===== src/rtl/pmc_pkg.sv =====
package pmc_pkg;

    typedef enum logic [2:0] {
        PM_INIT     = 3'b000,
        PM_NORMAL   = 3'b001,
        PM_STOP     = 3'b010,
        PM_SLEEP    = 3'b011,
        PM_RESTART  = 3'b100,
        PM_FAILSAFE = 3'b101
    } pmc_mode_e;

    typedef struct packed {
        logic fs_trig;   // overtemperature or supply short
        logic fail;      // watchdog (when not masked) or undervoltage
        logic wake;
        logic overtemp;
    } pmc_evt_t;

    function automatic logic code_is_legal(input logic [2:0] code);
        return code <= 3'b101;
    endfunction

    function automatic logic mode_has_supply(input pmc_mode_e m);
        return !(m == PM_SLEEP || m == PM_FAILSAFE);
    endfunction

    function automatic logic mode_holds_reset(input pmc_mode_e m);
        return (m == PM_RESTART) || (m == PM_SLEEP) || (m == PM_FAILSAFE);
    endfunction

    function automatic logic mode_runs_wdog(input pmc_mode_e m);
        return (m == PM_INIT) || (m == PM_NORMAL) || (m == PM_STOP);
    endfunction

endpackage


===== src/rtl/pmc_dev_strap.sv =====
module pmc_dev_strap (
    input  logic clk,
    input  logic rst,
    input  logic in_init,
    input  logic test_n,
    output logic dev_o
);
    always_ff @(posedge clk) begin
        if (rst)
            dev_o <= 1'b0;
        else if (in_init && !test_n)
            dev_o <= 1'b1;
    end
endmodule


===== src/rtl/pmc_restart_timer.sv =====
module pmc_restart_timer #(
    parameter int unsigned RESTART_CYC = 1024
) (
    input  logic clk,
    input  logic rst,
    input  logic in_restart,
    input  logic fail,
    output logic done_o
);
    localparam int unsigned CW = (RESTART_CYC > 2) ? $clog2(RESTART_CYC) : 1;
    localparam logic [CW-1:0] LAST = CW'(RESTART_CYC - 1);

    logic [CW-1:0] cnt;

    assign done_o = in_restart && !fail && (cnt == LAST);

    always_ff @(posedge clk) begin
        if (rst || !in_restart || fail || done_o)
            cnt <= '0;
        else
            cnt <= cnt + 1'b1;
    end
endmodule


===== src/rtl/pmc_next_mode.sv =====
module pmc_next_mode
    import pmc_pkg::*;
(
    input  pmc_mode_e  cur,
    input  pmc_evt_t   evt,
    input  logic       wr_en,
    input  logic [2:0] wr_code,
    input  logic       timer_done,
    output pmc_mode_e  nxt
);
    always_comb begin
        nxt = cur;
        if (evt.fs_trig) begin
            nxt = PM_FAILSAFE;
        end else if (cur == PM_FAILSAFE) begin
            if (evt.wake && !evt.overtemp)
                nxt = PM_RESTART;
        end else if (cur == PM_SLEEP) begin
            if (evt.wake)
                nxt = PM_RESTART;
        end else if (evt.fail) begin
            nxt = PM_RESTART;
        end else if (cur == PM_RESTART) begin
            if (timer_done)
                nxt = PM_NORMAL;
        end else if (wr_en && code_is_legal(wr_code)) begin
            nxt = pmc_mode_e'(wr_code);
        end
    end
endmodule


===== src/rtl/pwr_mode_ctrl.sv =====
module pwr_mode_ctrl
    import pmc_pkg::*;
#(
    parameter int unsigned RESTART_CYC = 1024
) (
    input  logic       clk,
    input  logic       rst,
    input  logic       wr_en_i,
    input  logic [2:0] wr_code_i,
    input  logic       wake_i,
    input  logic       wdog_fail_i,
    input  logic       uv_i,
    input  logic       tsd_i,
    input  logic       short_i,
    input  logic       test_n_i,
    output logic [2:0] mode_o,
    output logic       vreg_en_o,
    output logic       mcu_rst_o,
    output logic       wdog_run_o
);
    pmc_mode_e mode_q;
    pmc_mode_e mode_d;
    pmc_evt_t  evt;
    logic      dev_mode;
    logic      timer_done;

    pmc_dev_strap u_strap (
        .clk     (clk),
        .rst     (rst),
        .in_init (mode_q == PM_INIT),
        .test_n  (test_n_i),
        .dev_o   (dev_mode)
    );

    always_comb begin
        evt.fs_trig  = tsd_i | short_i;
        evt.fail     = (wdog_fail_i & ~dev_mode) | uv_i;
        evt.wake     = wake_i;
        evt.overtemp = tsd_i;
    end

    pmc_restart_timer #(.RESTART_CYC(RESTART_CYC)) u_timer (
        .clk        (clk),
        .rst        (rst),
        .in_restart (mode_q == PM_RESTART),
        .fail       (evt.fail),
        .done_o     (timer_done)
    );

    pmc_next_mode u_next (
        .cur        (mode_q),
        .evt        (evt),
        .wr_en      (wr_en_i),
        .wr_code    (wr_code_i),
        .timer_done (timer_done),
        .nxt        (mode_d)
    );

    always_ff @(posedge clk) begin
        if (rst)
            mode_q <= PM_INIT;
        else
            mode_q <= mode_d;
    end

    assign mode_o     = mode_q;
    assign vreg_en_o  = mode_has_supply(mode_q);
    assign mcu_rst_o  = mode_holds_reset(mode_q);
    assign wdog_run_o = mode_runs_wdog(mode_q) && !dev_mode;
endmodule


===== config.mk =====
export PLATFORM = sky130hd
export DESIGN_NAME = pwr_mode_ctrl
export DESIGN_NICKNAME = d
export VERILOG_FILES = /design/src/rtl/pmc_pkg.sv /design/src/rtl/pmc_dev_strap.sv /design/src/rtl/pmc_restart_timer.sv /design/src/rtl/pmc_next_mode.sv /design/src/rtl/pwr_mode_ctrl.sv
export SDC_FILE = /design/constraint.sdc
export NUM_CORES = 1
export LEC_CHECK = 0
export BUFFER_PORTS_ARGS = -buffer_cell sky130_fd_sc_hd__buf_2
export CAP_MARGIN = 10
export CORE_UTILIZATION = 45
export CTS_CLUSTER_SIZE = 14
export DETAILED_ROUTE_END_ITERATION = 12
export PLACE_DENSITY = 0.71
export RECOVER_POWER = 50
export SLEW_MARGIN = 40
export SYNTH_ARGS = -nofsm -noshare
export SYNTH_HDL_FRONTEND = slang
export SYNTH_SLANG_ARGS = --single-unit

===== constraint.sdc =====
create_clock -name clk -period 2.3 [get_ports clk]
set_clock_uncertainty 0.15 [all_clocks]
set_input_delay 0.23 -clock clk [delete_from_list [all_inputs] [get_ports clk]]
set_output_delay 0.23 -clock clk [all_outputs]
set_load 0.01 [all_outputs]

=== Word level (Yosys, flattened, before mapping) ===
Cells that the tools add are included.

* Bits in registers: 14
* Input bits: 12
* Output and inout port bits: 6
* Word-level logic and storage cells: 57

* Add/subtract/negate cells: 1
* $lt $le $gt $ge: 1
* Equality and inequality tests: 12
* Mux-type cells: 9
* Bitwise logic cells: 4
* Reductions and logical operators: 26

{| class="wikitable"
|+ Operators by type and width
! operator !! number
|-
| $mux W3 || 9
|-
| $add A10 B1 Y10 const B || 1
|-
| $eq A10 B10 Y1 const B || 1
|-
| $logic_or A1 B1 Y1 || 8
|-
| $reduce_and A4 Y1 || 2
|-
| $eq A3 B2 Y1 const B || 2
|-
| $eq A3 B3 Y1 const B || 2
|-
| $logic_and A1 B1 Y1 || 6
|-
| $logic_not A1 Y1 || 6
|-
| $ne A6 B6 Y1 const B || 1
|-
| $reduce_bool A6 Y1 || 1
|-
| $ne A5 B5 Y1 const B || 1
|-
| $reduce_bool A5 Y1 || 1
|-
| $ne A4 B4 Y1 const B || 1
|-
| $eq A3 B1 Y1 const B || 1
|-
| $le A3 B3 Y1 const B || 1
|-
| $logic_not A3 Y1 || 1
|-
| $ne A3 B2 Y1 const B || 1
|-
| $ne A3 B3 Y1 const B || 1
|-
| $ne A2 B1 Y1 const B || 1
|-
| $or A1 B1 Y1 || 2
|-
| $reduce_or A2 Y1 || 1
|-
| $and A1 B1 Y1 || 1
|-
| $not A1 Y1 || 1
|}

=== Logic depth before layout (Yosys ltp) ===
* Depth in word-level cells: 12
* Mapped depth: 5
* Depth with buffers taken out: 5

=== Hierarchy ===
From an unflattened synthesis, not the netlist that was laid out.

* Cell total of the unflattened synthesis: 104
* Area, all modules: 863.3 sq um

{| class="wikitable"
|+ By module, submodules not included
! module !! times used !! cells an instance !! area each (sq um) !! sequential area each (sq um)
|-
| pmc_restart_timer || 1 || 51 || 459.2 || 200.2
|-
| pmc_next_mode || 1 || 33 || 222.7 || 0.0
|-
| pwr_mode_ctrl || 1 || 16 || 142.6 || 60.1
|-
| pmc_dev_strap || 1 || 4 || 38.8 || 20.0
|}

=== Least setup slack after synthesis ===
Ideal clock, no wire load.

* Path type: register to register
* Start: register mode_q[2] (netlist: mode_o[2])
* End: register mode_q[0] (netlist: mode_o[0])
* Library setup time: 125 ps
* Arrival time: 1531 ps
* Required time: 2025 ps
* Slack: 493 ps
* Cell stages (with the launch flop): 6
* Buffers on the path: 1
* Clock period less this slack: 1807 ps
* Cell sequence: dfxtp_1 -> buf_4 -> nor3b_4 -> and4_1 -> and3b_1 -> o41a_1

* Longest elaborated chain between the ends: 6
* Elaborated cells on any way between the ends: 15
* Those cells by class: 6 x eq/ne; 5 x mux; 4 x reduce/logical

{| class="wikitable"
|+ Ends and longest elaborated chain
! element !! RTL line !! RTL
|-
| start: declaration || pwr_mode_ctrl.sv:21 || <nowiki>pmc_mode_e mode_q;</nowiki>
|-
| start signal: assignment || pwr_mode_ctrl.sv:63 || <nowiki>mode_q <= mode_d;</nowiki>
|-
| $eq A3 B3 Y1 || pmc_next_mode.sv:23, pwr_mode_ctrl.sv:45 ||
|-
| $mux W3 || pmc_next_mode.sv:23 || <nowiki>end else if (cur == PM_RESTART) begin</nowiki>
|-
| $mux W3 || pmc_next_mode.sv:21 || <nowiki>end else if (evt.fail) begin</nowiki>
|-
| $mux W3 || pmc_next_mode.sv:18 || <nowiki>end else if (cur == PM_SLEEP) begin</nowiki>
|-
| $mux W3 || pmc_next_mode.sv:15 || <nowiki>end else if (cur == PM_FAILSAFE) begin</nowiki>
|-
| $mux W3 || pmc_next_mode.sv:13 || <nowiki>if (evt.fs_trig) begin</nowiki>
|}

Parallel ways exist; a longest one is shown, timed or not.
A chain may end at the register's enable or synchronous reset.

=== Worst setup path in the final report ===
Ends and elaborated chain as after synthesis.

==> flow_summary_export.csv <==
group,metric,value,unit
pwr,p_int,0.369,mW
clock_tree,clk_path_buf_depth,2,
synthesis,synth_edf_count,0,
min_path,min_from,"rst",
timing,fin_ws,317,ps
global_route,grt_pass1_vias,574,
timing,period_needed,1980,ps
clock_tree,clock-root-buffer,"clkbuf_4",
synthesis,synth_top_cell_by_area,"dfxtp_1",
global_route,overflow,0,
synthesis,synth-seq-cells,14,
global_route,antenna_found_initial,0,
timing,finalSetupViolations,0,
drt,routed_wirelength,1390,um
placed_design,place_congestion,0.838,
synthesis,synth-simple-area-share,0.327,
worst_setup_path,worstPathCellList,"nor3b_4, and4_1, and3b_1, o41a_1",
worst_setup_path,end_kind,"flop",
worst_setup_path,max_stage_delay,560,ps
placed_design,port_buffers,17,
min_path,hold_path.class,"in2reg",
clock_tree,path_clk_slew,80,ps
run,cap_violations,0,
timing,drv_slew,0,
clock_tree,htreeDepth,1,
clock_tree,cts_hold_buffers,0,
clock_tree,cts_setup_buffers,0,
global_route,grt_first_pass_wirelength,2260,um
drt,ant_nets,0,
worst_setup_path,crit_required,2310,ps
min_path,whs_path_depth,2,
worst_setup_path,cp-start-kind,"flop",
die,die_w,42.6,um
synthesis,yosysTopAreaCellShare,0.378,
clock_tree,ctsResizeCount,0,
placed_design,dpl.cell_count,113,
synthesis,yosysWarnings,0,
synthesis,synth_adder_area_share,0.0169,
synthesis,synth.yosys.seq_area_share,0.378,
final_layout,diodes,0,
die,rows,14,
drt,viasPerCell,5.64,
placed_design,place_area,830,um^2
die,dieArea,1820,um^2
timing,fin_hold_ws,25.5,ps
drt,dr.pass1.iters,4,
final_layout,drive_above_1_share,0.188,
timing,worstMarginPinSlew,431,ps
global_route,grt_usage,0.159,
synthesis,syn_area,742,um^2
synthesis,synthFlopType,"dfxtp_1",
synthesis,avgSynthCellArea,8.94,um^2
worst_setup_path,cp_max_fo,11,
pwr,power_frac_comb,0.108,
pwr,p_clk_frac,0.356,
global_route,grt_max_degree,12,
final_layout,instances_no_fill,117,
pwr,ir_worst_vdd,0.372,mV
final_layout,seq_area,280,um^2
die,start_util,0.487,
synthesis,async_flop_share,0,
synthesis,netlist_instances,83,
worst_setup_path,rrSetupSlack,320,ps
pwr,power.density,557,nW/um^2
synthesis,synth-xor-area-share,0.106,
synthesis,synth_top_family_by_area,"simple AND/OR/NAND/NOR gates",
timing,period_share,0.862,
pwr,p_seq_frac,0.535,
synthesis,syn_nets,96,
final_layout,nets,115,
final_layout,fin_util,0.564,
worst_setup_path,r2r-start,"mode_o[2]",
timing,setup-tns-final,0,ps
clock_tree,clkSinkCount,14,
min_path,min_to,"u_strap.dev_o",
timing,hold_viol,0,
synthesis,synthTopCellsByArea,"dfxtp_1 (38%), xor2_1 (9.4%), nor2_1 (7.1%)",
pwr,p_total,0.479,mW
die,core,1520,um^2
worst_setup_path,reg2reg_to,"mode_o[0]",
pwr,sw_frac_of_total,0.231,
pwr,switchingPower,0.111,mW
die,die_y,42.6,um
run_status,status,"finished, final reports clean",
worst_setup_path,cp.arrival,2000,ps
final_layout,area_growth,15.9,%
drt,vias,660,
timing,rsz0062_at_grt,"no",
synthesis,synth_compound_area_frac,0.130,
placed_design,pre_cts_ws,342,ps
synthesis,yosys-mux-area-fraction,0.0135,
worst_setup_path,cp_slowest_cell,"dfxtp_1",
timing,max_freq,0.504,GHz
final_layout,fillerInstances,150,
worst_setup_path,r2r_cells,4,
drt,wl_per_cell,11.8,um
synthesis,synth_common_cells,"dfxtp_1 (14), nor2_1 (14), xor2_1 (8)",
clock_tree,cts_buffers,3,
clock_tree,cts_tree,"done",
worst_setup_path,worstSetupPathType,"reg2reg",
timing,slew_headroom,0.711,
final_layout,final_cell_area,860,um^2
pwr,leakage,0.323,nW
final_layout,multiInputGateArea,440,um^2
drt,drt_iter0_markers,4,
placed_design,dp_hpwl,1080,um
synthesis,synth_cell_types,31,
drt,drcViolationCount,0,
die,pin_count,18,
clock_tree,insertion_delay,280,ps
-- cell type report --
cell class                 count  area share
multi-input combinational     65       0.512
inverter                       1     0.00437
tap                           16      0.0233
timing repair buffer          17      0.0917
sequential                    14       0.326
clock buffer                   4      0.0422
-- critical path: cells and delay by family (launching register included) --
kind            cells  cell delay, ps
simple gates        3             770
flops               1             560
compound gates      1             390
-- logic make-up (layout without fill, tap and decap cells) --
kind of cell	Yosys count	after routing
xor+xnor	9	9
fa+ha+maj	1	1
compound gates	11	11
mux	1	1
buf+inv	4	22
simple gates	43	43
flops	14	14
-- placed cells by master (no fill, tap or decap), types with 2 or more instances in the layout --
cell      netlist  final
and4_1          4      4
nor3b_1         2      2
clkbuf_4        0      3
buf_2           2     12
clkbuf_1        0      5
a31oi_1         2      2
nand2_1         6      6
dfxtp_1        14     14
nor3_1          2      2
o211a_1         2      2
a211oi_1        2      2
nand4_1         2      2
xor2_1          8      8
nor2_1         14     14
nor2b_1         2      2
nand3_1         4      4
-- flip-flops by register name (all words and copies together) (netlist names) --
signal / flops
mode_o: 3
u_timer.cnt: 10
u_strap.dev_o: 1
-- how the worst max path moves through the flow --
stage / endpoint / cells past startpoint / from / slack, ps
finish: mode_o[0] / 4 / mode_o[2] / 320
global route: mode_o[0] / 4 / mode_o[2] / 180
CTS: mode_o[0] / 4 / mode_o[2] / 320
detailed placement: mode_o[0] / 4 / mode_o[2] / 340
global placement: mode_o[0] / 4 / mode_o[2] / 410
floorplan: mode_o[0] / 5 / mode_o[2] / 490
-- metal layers --
layer / up-vias / share of wire / global-route usage
li1: 343 / - / -
met1: 302 / 0.47 / 0.195
met2: 13 / 0.48 / 0.283
met3: 2 / 0.038 / 0.0172
met4: 0 / 0.017 / 0.0563
met5: - / 0 / 0
-- power by group through the flow --
stage,Clock [mW],Combinational (mW),Sequential (mW)
floorplan,0,0.0385,0.256
global placement,0,0.0539,0.262
detailed placement,0,0.0537,0.262
CTS,0.175,0.0538,0.257
global route,0.185,0.0570,0.259
finish,0.171,0.0519,0.257
Note: power is estimated with default switching activity, not from simulation.
